$ cat config.mk
export PLATFORM = sky130hd
export DESIGN_NAME = ipi_send_router
export DESIGN_NICKNAME = d
export VERILOG_FILES = /design/src/rtl/ipi_route_pkg.sv /design/src/rtl/ipi_cmd_decode.sv /design/src/rtl/ipi_vec_onehot.sv /design/src/rtl/ipi_core_strobe.sv /design/src/rtl/ipi_send_router.sv
export SDC_FILE = /design/constraint.sdc
export NUM_CORES = 1
export LEC_CHECK = 0
export CAP_MARGIN = 20
export CORE_ASPECT_RATIO = 0.9
export CORE_MARGIN = 3
export CORE_UTILIZATION = 25
export DETAILED_ROUTE_END_ITERATION = 8
export GPL_ROUTABILITY_DRIVEN = 1
export GPL_TIMING_DRIVEN = 0
export MAX_ROUTING_LAYER = met4
export SLEW_MARGIN = 40
export SYNTH_ARGS = -nofsm -noshare
export SYNTH_HDL_FRONTEND = slang
export SYNTH_HIERARCHICAL = 1
export SYNTH_SLANG_ARGS = --single-unit
$ cat constraint.sdc
create_clock -name clk -period 3.15 [get_ports clk]
set_clock_uncertainty 0.1 [all_clocks]
set_input_delay 0.4725 -clock clk [delete_from_list [all_inputs] [get_ports clk]]
set_output_delay 0.4725 -clock clk [all_outputs]
set_load 0.02 [all_outputs]
$ cat src/rtl/ipi_route_pkg.sv
package ipi_route_pkg;

    localparam int CMD_W   = 32;
    localparam int TGT_LSB = 16;
    localparam int TGT_W   = 10;
    localparam int VEC_LSB = 0;
    localparam int VEC_W   = 5;
    localparam int VEC_SPACE = 1 << VEC_W;

    typedef logic [TGT_W-1:0]     tgt_t;
    typedef logic [VEC_W-1:0]     vec_t;
    typedef logic [VEC_SPACE-1:0] vec_mask_t;

    typedef struct packed {
        logic valid;
        tgt_t tgt;
        vec_t vec;
    } send_req_t;

    typedef enum logic [1:0] {
        DEC_IDLE   = 2'd0,
        DEC_OK     = 2'd1,
        DEC_RANGE  = 2'd2,
        DEC_ABSENT = 2'd3
    } dec_result_t;

    function automatic send_req_t unpack_cmd(input logic valid, input logic [CMD_W-1:0] w);
        send_req_t r;
        r.valid = valid;
        r.tgt   = w[TGT_LSB +: TGT_W];
        r.vec   = w[VEC_LSB +: VEC_W];
        return r;
    endfunction

    function automatic logic is_refused(input dec_result_t d);
        return (d == DEC_RANGE) || (d == DEC_ABSENT);
    endfunction

endpackage

$ cat src/rtl/ipi_cmd_decode.sv
module ipi_cmd_decode
    import ipi_route_pkg::*;
#(
    parameter int MAX_CORES = 16,
    localparam int SEL_W = (MAX_CORES > 1) ? $clog2(MAX_CORES) : 1,
    localparam int PAD_N = 1 << SEL_W
) (
    input  logic                 valid,
    input  logic [CMD_W-1:0]     cmd,
    input  logic [MAX_CORES-1:0] present,
    output send_req_t            req,
    output dec_result_t          result,
    output logic [SEL_W-1:0]     sel_idx
);

    logic [PAD_N-1:0] present_pad;
    logic             out_of_range;
    logic             populated;

    assign req          = unpack_cmd(valid, cmd);
    assign present_pad  = PAD_N'(present);
    assign out_of_range = ({22'd0, req.tgt} >= 32'(MAX_CORES));
    assign sel_idx      = req.tgt[SEL_W-1:0];
    assign populated    = present_pad[sel_idx];

    always_comb begin
        if (!req.valid)
            result = DEC_IDLE;
        else if (out_of_range)
            result = DEC_RANGE;
        else if (!populated)
            result = DEC_ABSENT;
        else
            result = DEC_OK;
    end

endmodule

$ cat src/rtl/ipi_vec_onehot.sv
module ipi_vec_onehot
    import ipi_route_pkg::*;
(
    input  vec_t      vec,
    output vec_mask_t mask
);

    for (genvar i = 0; i < VEC_SPACE; i++) begin : g_bit
        assign mask[i] = (vec == VEC_W'(i));
    end

endmodule

$ cat src/rtl/ipi_core_strobe.sv
module ipi_core_strobe
    import ipi_route_pkg::*;
#(
    parameter int MAX_CORES = 16,
    localparam int SEL_W = (MAX_CORES > 1) ? $clog2(MAX_CORES) : 1
) (
    input  logic                 clk,
    input  logic                 rst,
    input  logic                 fire,
    input  logic [SEL_W-1:0]     sel_idx,
    input  vec_mask_t            mask,
    output logic [MAX_CORES-1:0] strobe,
    output vec_mask_t            data
);

    for (genvar c = 0; c < MAX_CORES; c++) begin : g_core
        always_ff @(posedge clk) begin
            if (rst)
                strobe[c] <= 1'b0;
            else
                strobe[c] <= fire && (sel_idx == SEL_W'(c));
        end
    end

    always_ff @(posedge clk) begin
        if (rst)
            data <= '0;
        else if (fire)
            data <= mask;
        else
            data <= '0;
    end

endmodule

$ cat src/rtl/ipi_send_router.sv
module ipi_send_router
    import ipi_route_pkg::*;
#(
    parameter int MAX_CORES = 16
) (
    input  logic                 clk,
    input  logic                 rst,
    input  logic                 cmd_valid,
    input  logic [31:0]          cmd_word,
    input  logic [MAX_CORES-1:0] core_present,
    output logic                 cmd_err,
    output logic [MAX_CORES-1:0] set_strobe,
    output logic [31:0]          set_data
);

    localparam int SEL_W = (MAX_CORES > 1) ? $clog2(MAX_CORES) : 1;

    send_req_t        req;
    dec_result_t      result;
    logic [SEL_W-1:0] sel_idx;
    vec_mask_t        mask;
    logic             fire;

    ipi_cmd_decode #(.MAX_CORES(MAX_CORES)) u_decode (
        .valid   (cmd_valid),
        .cmd     (cmd_word),
        .present (core_present),
        .req     (req),
        .result  (result),
        .sel_idx (sel_idx)
    );

    ipi_vec_onehot u_onehot (
        .vec  (req.vec),
        .mask (mask)
    );

    assign fire    = (result == DEC_OK);
    assign cmd_err = is_refused(result);

    ipi_core_strobe #(.MAX_CORES(MAX_CORES)) u_strobe (
        .clk     (clk),
        .rst     (rst),
        .fire    (fire),
        .sel_idx (sel_idx),
        .mask    (mask),
        .strobe  (set_strobe),
        .data    (set_data)
    );

endmodule

==> flow_summary_export.csv <==
group,metric,value,unit
placed_design,port-buffer-count,75,
drt,routedWlPerCell,11.92,um
die,start_util,0.2676,
drt,wl,4268,um
timing,setup_viol,0,
pwr,pwr-share-comb,0.081,
setup_path,end_kind,"output port",
timing,min_period,2.966,ns
timing,fin_setup_tns,0,ns
die,row_count,28,
placed_design,routabilityCongestion,0.7850,
die,die_area,8375,um2
setup_path,slowest_stage,"or4_1",
grt,first_global_vias,1406,
outcome,status,"finished, final reports clean",
timing,hold_violations,0,
finish,layout.nets,318,
grt,grt_max_degree,17,
clock_network,cts_setup_buffers,0,
synthesis,mappedNetlistArea,1828,um2
clock_network,h-tree-depth,2,
synthesis,synth_cells,185,
die,core,6832,um2
pwr,p_switching,0.2430,mW
drt,drc_errors,0,
setup_path,cp-start-kind,"primary input",
clock_network,cts_tree,"yes",
synthesis,yosysWarnings,6,
clock_network,clk_pin_slew,0.09,ns
setup_path,cp.arrival,2.39,ns
drt,drtIter0Drc,24,
pwr,ir_drop,0.2422,mV
grt,antenna_found_initial,0,
placed_design,dpl-instance-area,2691,um2
drt,detail-route-antenna-nets,0,
timing,maxSlewViolCount,0,
pwr,power_density,434.3,nW/um2
clock_network,numCtsBuffers,5,
finish,fin_cells,358,
clock_network,root_buffer,"clkbuf_8",
pwr,power_frac_clock,0.427,
timing,worst_pin_slew,0.4348,ns
placed_design,place_ws,-0.1624,ns
synthesis,avgSynthCellArea,9.881,um2
finish,regArea,960.9,um2
timing,slew_headroom,0.7101,
pwr,internal_power,0.9872,mW
pwr,power.leakage,1.069,nW
setup_path,worstPathCellList,"clkdlybuf4s50_1 > or4_1 > nor3_2 > o311ai_0 > and3_1 > clkbuf_1 > dlygate4sd2_1",
die,die_w,96.14,um
drt,firstDrtPassIters,4,
synthesis,synthesis.nets,236,
clock_network,cts_sinks,48,
pwr,pwr-share-seq,0.493,
pwr,p_sw_frac,0.1975,
grt,grt_first_pass_wirelength,6789,um
finish,syn2layout_area_growth,54.96,%
timing,timing.fmax,337.2,MHz
hold_path,hp-class,"in -> reg",
timing,rsz0062_at_grt,"no",
finish,insertedDiodeCount,0,
finish,multiInputGateArea,734.5,um2
placed_design,hpwl,3387,um
finish,stdcell_area,2833,um2
finish,nFillCells,680,
setup_path,cp.required,2.58,ns
setup_path,critPathMaxStageDelay,0.53,ns
drt,vias_per_cell,3.966,
die,ios,100,
finish,final_layout_size_suffix_gt1_frac,0.1007,
setup_path,criticalPathCategory,"in -> out",
clock_network,postCtsHoldBufs,0,
grt,grtUsageTotal,0.1082,
clock_network,cts_buffer_depth,2,
grt,gr-total-overflow,0,
die,die-height,87.12,um
drt,vias,1420,
setup_path,critical_path_peak_fanout,3,
timing,worst_slack,0.1845,ns
placed_design,dp.cells,350,
flow_run,drv_cap,0,
timing,whs,0.2797,ns
timing,timing.final.crit_share,0.9414,
## worst max-delay path, delay by kind of cell
| kind | cells | cell delay (ns) |
|---|---|---|
| AND/OR/NAND/NOR | 3 | 0.95 |
| buffers and inverters | 3 | 0.79 |
| AO/OA/AOI/OAI | 1 | 0.17 |
## power groups by stage
stage	registers [mW]	logic, mW	clock network [mW]
floorplan	0.621	0.0551	0
global placement	0.621	0.0987	0
detailed placement	0.621	0.100	0
CTS	0.606	0.100	0.543
global route	0.606	0.108	0.567
finish	0.606	0.0994	0.525
## per-layer routing
metal | GRT usage | vias to the layer above | share of wire
li1 | - | 749 | -
met1 | 0.1339 | 629 | 0.46
met2 | 0.1743 | 40 | 0.48
met3 | 0.02939 | 2 | 0.054
met4 | 0.02713 | 0 | 0.0042
met5 | - | - | 0
## per-stage QoR
step / util / power (mW)
finish: 0.4147 / 1.230
global route: 0.4147 / 1.281
CTS: 0.4147 / 1.249
detailed placement: 0.3940 / 0.7206
global placement: 0.3940 / 0.7192
floorplan: - / 0.6757
## layout make-up
| class | count | share of cell area |
|---|---|---|
| Multi-Input combinational cell | 119 | 0.2593 |
| Tap cell | 90 | 0.03975 |
| Buffer | 18 | 0.04859 |
| Sequential cell | 48 | 0.3392 |
| Clock buffer | 5 | 0.02429 |
| Timing Repair Buffer | 75 | 0.2646 |
| Clock inverter | 3 | 0.02429 |
## state kept, by name, summed over array words and instances (netlist names)
name and cells:
u_strobe/strobe 16, u_strobe/data 32
## cell usage in the layout (no fill, tap or decap), types with 2 or more instances in the layout
cell type and instances:
dfxtp_1 48, nand3b_1 4, and2_1 33, clkbuf_8 5, mux4_1 2, or3b_4 3, bufinv_16 2, nor2_1 44
clkbuf_1 7, nor3_1 4, nor3_2 2, nand2_1 3, buf_4 9, mux2i_1 4, clkdlybuf4s50_1 74, nand4bb_1 2
nand2b_1 5
## worst paths after layout
check	endpoint	start	slack, ns	depth (start not counted)
setup / recovery	cmd_err	cmd_word[25]	0.18	7
hold / removal	u_strobe/strobe[0]	cmd_word[16]	0.28	2
## repair_timing
action,in CTS,in global routing
hold endpoints to repair,0,0
resized for setup,2,0
endpoints found under the setup margin,1,0
Power figures use the tool's default switching activity.
